`config.mk`:
```
export PLATFORM = sky130hd
export DESIGN_NAME = serclk_gen
export DESIGN_NICKNAME = d
export VERILOG_FILES = /design/src/rtl/serclk_pkg.sv /design/src/rtl/serclk_rate.sv /design/src/rtl/serclk_post.sv /design/src/rtl/serclk_edge.sv /design/src/rtl/serclk_gen.sv
export SDC_FILE = /design/constraint.sdc
export NUM_CORES = 1
export LEC_CHECK = 0
export ABC_AREA = 1
export ABC_CLOCK_PERIOD_IN_PS = 4000
export BUFFER_PORTS_ARGS = -buffer_cell sky130_fd_sc_hd__buf_2
export CORE_MARGIN = 1
export CORE_UTILIZATION = 55
export CTS_CLUSTER_SIZE = 12
export DETAILED_ROUTE_END_ITERATION = 12
export HOLD_SLACK_MARGIN = 0.06
export PLACE_DENSITY = 0.79
export SYNTH_ARGS = -nofsm -noshare
export SYNTH_HDL_FRONTEND = slang
export SYNTH_SLANG_ARGS = --single-unit
```
`constraint.sdc`:
```
create_clock -name clk -period 4 [get_ports clk]
set_clock_uncertainty 0.05 [all_clocks]
set_input_delay 0 -clock clk [delete_from_list [all_inputs] [get_ports clk]]
set_output_delay 0 -clock clk [all_outputs]
set_load 0.01 [all_outputs]
```
`src/rtl/serclk_pkg.sv`:
```
package serclk_pkg;

    typedef enum logic [1:0] {
        TM_OFF      = 2'd0,
        TM_UART     = 2'd1,
        TM_SYNC_INT = 2'd2,
        TM_SYNC_EXT = 2'd3
    } timing_e;

    function automatic timing_e decode_timing(input logic [2:0] mode, input logic ext_dir);
        timing_e t;
        case (mode)
            3'b100, 3'b101, 3'b110: t = TM_UART;
            3'b001, 3'b010:         t = ext_dir ? TM_SYNC_EXT : TM_SYNC_INT;
            default:                t = TM_OFF;
        endcase
        return t;
    endfunction

endpackage

```
`src/rtl/serclk_rate.sv`:
```
module serclk_rate #(
    parameter int DIV_W    = 8,
    parameter int MED_DIV  = 8,
    parameter int SLOW_DIV = 32
) (
    input  logic             clk,
    input  logic             rst_n,
    input  logic             run,
    input  logic [1:0]       src_sel,
    input  logic             src_half,
    input  logic [DIV_W-1:0] rate_div,
    output logic             rate_tick
);
    localparam int PRE_W = $clog2(2 * SLOW_DIV);

    typedef struct packed {
        logic [PRE_W-1:0] pre;
        logic [DIV_W-1:0] rate;
    } rate_st_t;

    rate_st_t st_d, st_q;
    logic [PRE_W:0]   base;
    logic [PRE_W:0]   span;
    logic [PRE_W-1:0] limit;
    logic             src_tick;

    always_comb begin
        case (src_sel)
            2'b00:   base = (PRE_W+1)'(1);
            2'b01:   base = (PRE_W+1)'(MED_DIV);
            default: base = (PRE_W+1)'(SLOW_DIV);
        endcase
        span      = src_half ? (base << 1) : base;
        limit     = PRE_W'(span - 1'b1);
        src_tick  = run && (st_q.pre >= limit);
        rate_tick = src_tick && (st_q.rate == '0);

        st_d = st_q;
        if (!run) begin
            st_d = '0;
        end else if (src_tick) begin
            st_d.pre  = '0;
            st_d.rate = (st_q.rate == '0) ? rate_div : st_q.rate - 1'b1;
        end else begin
            st_d.pre = st_q.pre + 1'b1;
        end
    end

    always_ff @(posedge clk or negedge rst_n) begin
        if (!rst_n) st_q <= '0;
        else        st_q <= st_d;
    end
endmodule

```
`src/rtl/serclk_post.sv`:
```
module serclk_post #(
    parameter int OVS = 16
) (
    input  logic clk,
    input  logic rst_n,
    input  logic uart_en,
    input  logic sync_en,
    input  logic rate_tick,
    output logic phase,
    output logic tx_stb,
    output logic rx_stb
);
    localparam int OVS_W = $clog2(OVS);

    typedef struct packed {
        logic [OVS_W-1:0] ovs;
        logic             phase;
        logic             tx;
        logic             rx;
    } post_st_t;

    post_st_t st_d, st_q;

    always_comb begin
        st_d    = st_q;
        st_d.tx = 1'b0;
        st_d.rx = 1'b0;
        if (uart_en) begin
            st_d.phase = 1'b1;
            if (rate_tick) begin
                if (st_q.ovs == OVS_W'(OVS - 1)) begin
                    st_d.ovs = '0;
                    st_d.tx  = 1'b1;
                    st_d.rx  = 1'b1;
                end else begin
                    st_d.ovs = st_q.ovs + 1'b1;
                end
            end
        end else if (sync_en) begin
            st_d.ovs = '0;
            if (rate_tick) begin
                st_d.phase = ~st_q.phase;
                st_d.tx    = st_q.phase;
                st_d.rx    = ~st_q.phase;
            end
        end else begin
            st_d.ovs   = '0;
            st_d.phase = 1'b1;
        end
    end

    always_ff @(posedge clk or negedge rst_n) begin
        if (!rst_n) st_q <= '{ovs: '0, phase: 1'b1, tx: 1'b0, rx: 1'b0};
        else        st_q <= st_d;
    end

    assign phase  = st_q.phase;
    assign tx_stb = st_q.tx;
    assign rx_stb = st_q.rx;
endmodule

```
`src/rtl/serclk_edge.sv`:
```
module serclk_edge #(
    parameter int SYNC_N = 2
) (
    input  logic clk,
    input  logic rst_n,
    input  logic en,
    input  logic pin_in,
    input  logic pol,
    output logic tx_stb,
    output logic rx_stb
);
    typedef struct packed {
        logic [SYNC_N-1:0] sync;
        logic              last;
        logic              tx;
        logic              rx;
    } edge_st_t;

    edge_st_t st_d, st_q;
    logic     level, rise, fall;

    always_comb begin
        level   = st_q.sync[SYNC_N-1];
        rise    = level & ~st_q.last;
        fall    = ~level & st_q.last;
        st_d    = st_q;
        st_d.sync[0] = pin_in ^ pol;
        for (int i = 1; i < SYNC_N; i++) begin
            st_d.sync[i] = st_q.sync[i-1];
        end
        st_d.last = level;
        st_d.tx   = en & fall;
        st_d.rx   = en & rise;
    end

    always_ff @(posedge clk or negedge rst_n) begin
        if (!rst_n) st_q <= '{sync: '1, last: 1'b1, tx: 1'b0, rx: 1'b0};
        else        st_q <= st_d;
    end

    assign tx_stb = st_q.tx;
    assign rx_stb = st_q.rx;
endmodule

```
`src/rtl/serclk_gen.sv`:
```
module serclk_gen
    import serclk_pkg::*;
#(
    parameter int DIV_W    = 8,
    parameter int MED_DIV  = 8,
    parameter int SLOW_DIV = 32,
    parameter int OVS      = 16,
    parameter int SYNC_N   = 2
) (
    input  logic             clk,
    input  logic             rst_n,
    input  logic [2:0]       mode,
    input  logic [1:0]       src_sel,
    input  logic             src_half,
    input  logic [DIV_W-1:0] rate_div,
    input  logic             ext_dir,
    input  logic             clk_pol,
    input  logic             sclk_in,
    output logic             tx_stb,
    output logic             rx_stb,
    output logic             sclk_out
);
    timing_e tm;
    logic    run_uart, run_int, run_ext;
    logic    rate_tick;
    logic    int_phase, int_tx, int_rx;
    logic    ext_tx, ext_rx;

    always_comb begin
        tm       = decode_timing(mode, ext_dir);
        run_uart = (tm == TM_UART);
        run_int  = (tm == TM_SYNC_INT);
        run_ext  = (tm == TM_SYNC_EXT);
    end

    serclk_rate #(
        .DIV_W   (DIV_W),
        .MED_DIV (MED_DIV),
        .SLOW_DIV(SLOW_DIV)
    ) u_rate (
        .clk      (clk),
        .rst_n    (rst_n),
        .run      (run_uart | run_int),
        .src_sel  (src_sel),
        .src_half (src_half),
        .rate_div (rate_div),
        .rate_tick(rate_tick)
    );

    serclk_post #(.OVS(OVS)) u_post (
        .clk      (clk),
        .rst_n    (rst_n),
        .uart_en  (run_uart),
        .sync_en  (run_int),
        .rate_tick(rate_tick),
        .phase    (int_phase),
        .tx_stb   (int_tx),
        .rx_stb   (int_rx)
    );

    serclk_edge #(.SYNC_N(SYNC_N)) u_edge (
        .clk   (clk),
        .rst_n (rst_n),
        .en    (run_ext),
        .pin_in(sclk_in),
        .pol   (clk_pol),
        .tx_stb(ext_tx),
        .rx_stb(ext_rx)
    );

    assign tx_stb   = int_tx | ext_tx;
    assign rx_stb   = int_rx | ext_rx;
    assign sclk_out = int_phase ^ clk_pol;
endmodule

```
==> impl_metrics.tcl <==
set metrics [dict create \
    yosys-mux-area-fraction 0 \
    rrSetupSlack_ns 2.32 \
    hpwl_mm 2.18 \
    worstReg2RegStart "u_rate.st_q[1]" \
    p_sw_w 0.000173 \
    clock-sinks 26 \
    ys_types 28 \
    cell_internal_pwr_w 0.000439 \
    yosys.area_share.simple 0.298 \
    power_density_nw_per_um2 312 \
    slowest_stage "dfrtp_1" \
    antenna_left 0 \
    ys.warnings.count 0 \
    cts_buffers 3 \
    finalSetupViolCount 0 \
    synth_compound_area_frac 0.0784 \
    gp_congestion 0.805 \
    endpoint_kind "flop" \
    fmax_mhz 594 \
    ff2ff_path_depth 9 \
    portBuffers 21 \
    synth-edff-count 0 \
    synth_top_family_by_area "simple AND/OR/NAND/NOR gates" \
    firstDrtPassIters 8 \
    fillerInstances 231 \
    io_pins 22 \
    synthToLayoutAreaGrowth_pct 18.5 \
    grt_remaining_overflow 0 \
    cp_data_required_time_ns 4.17 \
    vdd_ir_drop_max_mv 0.228 \
    final_common_cell "nand2_1" \
    final_max_slew_viol_count 0 \
    core_region_area_um2 2810 \
    cp_cell_sequence "inv_1, ha_1, nand3_2, nor2_4, inv_2, nor2_2, nor2_1, o21ai_1, nand2_1" \
    drive_above_1_share 0.213 \
    critical_path_buf_inv_count 2 \
    cts_max_level 1 \
    die_h_um 56.9 \
    outcome "finished with violations" \
    path_clk_slew_ns 0.14 \
    synth_area_leader_cell "dfrtp_1" \
    synthArstFlopShare 1.00 \
    period_minus_slack_ns 1.68 \
    yosysTopAreaCellShare 0.332 \
    syn_avg_cell_area_um2 7.98 \
    maxCapViolCount 0 \
    worstMarginPinSlew_ns 0.562 \
    synth_ff_type "dfrtp_1" \
    p_sw_frac 0.283 \
    rsz0062_at_grt "no" \
    gr-usage-met2 0.360 \
    holdWs_ns 0.149 \
    die_area_um2 3240 \
    die_w_um 56.9 \
    hold_viol 0 \
    leakagePower_nw 1.06 \
    clockRootBuffer "clkbuf_4" \
    seq_area_um2 656 \
    first_iter_violations 57 \
    grt_util_met1 0.276 \
    violations "design-rule violations" \
    worst_path_largest_cell_delay_ns 0.39 \
    grt_max_degree 27 \
    drc 2 \
    clk_path_buf_depth 2 \
    yosys.area_share.adder 0.106 \
    grt_antenna_before_repair 0 \
    syn_inst 208 \
    wl_per_cell_um 10.7 \
    p_comb_frac 0.223 \
    nets 278 \
    cp_top_family "simple AND/OR/NAND/NOR gates" \
    grt_pass1_wl_mm 5.28 \
    hold_path_class "primary input to asynchronous set/reset pin" \
    r2r-end "u_rate.st_q[7]" \
    gr-usage-met3 0.0204 \
    syn_nets 241 \
    cp.depth 9 \
    clk-insertion-delay-late_ns 0.32 \
    viasPerCell 5.02 \
    grt_usage 0.208 \
    grt_pass1_vias 1309 \
    synthTopCellsByArea "dfrtp_1 (33%), nand2_1 (11%), ha_1 (11%)" \
    syn_area_um2 1660 \
    arrival_ns 1.86 \
    relSlewSlack 0.626 \
    final_cell_mix "nand2_1 (49), inv_1 (27), dfrtp_1 (22), nor2_1 (21), buf_2 (21)" \
    ys_ff_latch 26 \
    dr_total_vias 1381 \
    initial_core_util 0.592 \
    period_share 0.421 \
    clkPwrFrac 0.290 \
    wirelength_mm 2.95 \
    grt_busiest_layer "met2" \
    yosysSeqAreaShare 0.395 \
    row_count 19 \
    post_cts_resized 0 \
    finalSetupTns_ns 0 \
    diodes 0 \
    start_kind "flop" \
    multi_input_area_um2 880 \
    seqPwrFrac 0.487 \
    crit_type "flop to flop" \
    critPathMaxFanout 8 \
    synth-xor-area-share 0.0475 \
    cts_tree "yes" \
]
logic make-up after synthesis:
logic type               count (synthesis)
adder cells (fa/ha/maj)                 14
buffers and inverters                   33
AO/OA/AOI/OAI                           22
XOR/XNOR                                 9
AND/OR/NAND/NOR                        104
flip-flops                              26
registers in the layout (all words and copies together), names as in the netlist:
register / flops
u_edge.level: 1
u_edge.st_d: 1
u_edge.st_q: 1
u_post.tx_stb: 1
u_post.st_q: 4
u_edge.tx_stb: 1
u_edge.rx_stb: 1
u_post.rx_stb: 1
u_post.phase: 1
u_rate.st_q: 14
power by group through the flow:
stage	registers (W)	logic (W)	clock network [W]
after CTS	0.000298	0.000137	0.000182
after floorplan	0.000299	0.0000929	0
final	0.000298	0.000136	0.000178
after detailed placement	0.000303	0.000127	0
after global placement	0.000303	0.000124	0
after global routing	0.000302	0.000157	0.000188
metal layers:
metal,part of all wire,up-vias,wire length (um)
li1,-,731,-
met1,0.48,625,1410
met2,0.49,21,1450
met3,0.021,4,62
met4,0.0098,0,29
met5,0,-,0
per-stage QoR:
step | setup slack [ns] | util | cell area [um2] | power (W) | cells
CTS | 2.31 | 0.701 | 1970 | 0.000618 | 275
global placement | 2.06 | 0.643 | 1800 | 0.000427 | 260
global route | 2.18 | 0.701 | 1970 | 0.000648 | 275
finish | 2.32 | 0.701 | 1970 | 0.000613 | 275
detailed placement | 2.00 | 0.643 | 1800 | 0.000430 | 260
floorplan | 2.29 | - | 1660 | 0.000392 | 208
cell type report:
| class | instances | area share |
|---|---|---|
| clock buffer | 3 | 0.0115 |
| clock inverter | 1 | 0.0153 |
| inverter | 33 | 0.0636 |
| multi-input combinational | 149 | 0.447 |
| sequential | 26 | 0.333 |
| tap | 31 | 0.0197 |
| timing repair buffer | 32 | 0.109 |
cells in the mapped netlist (2+ instances only):
library cell and n:
nand2_1 49, inv_1 27, dfrtp_1 22, nor2_1 21
nand3_1 16, ha_1 14, xor2_1 8, o21ai_1 7
o21ai_0 6, inv_2 5, dfstp_2 4, or2_2 4
a21oi_1 3, nor3_1 3, o21ai_2 3, nand2_2 2
nand3_2 2, o211ai_1 2
worst max path at each step:
stage / startpoint / end / slack [ns]
6_report: u_rate.st_q[1] / u_rate.st_q[7] / 2.32
5_1_grt: src_sel[0] / u_rate.st_q[1] / 2.18
2_1_floorplan: src_sel[0] / u_post.rx_stb / 2.29
3_3_place_gp: src_sel[0] / u_post.tx_stb / 2.06
4_1_cts: u_rate.st_q[12] / u_rate.st_q[1] / 2.31
3_5_place_dp: src_sel[0] / u_rate.st_q[1] / 2.00
repair_timing:
item	CTS	global route
hold endpoints to repair	35	0
setup buffers	0	0
hold buffers	11	0
No activity file was read; power rests on OpenSTA's default activity.
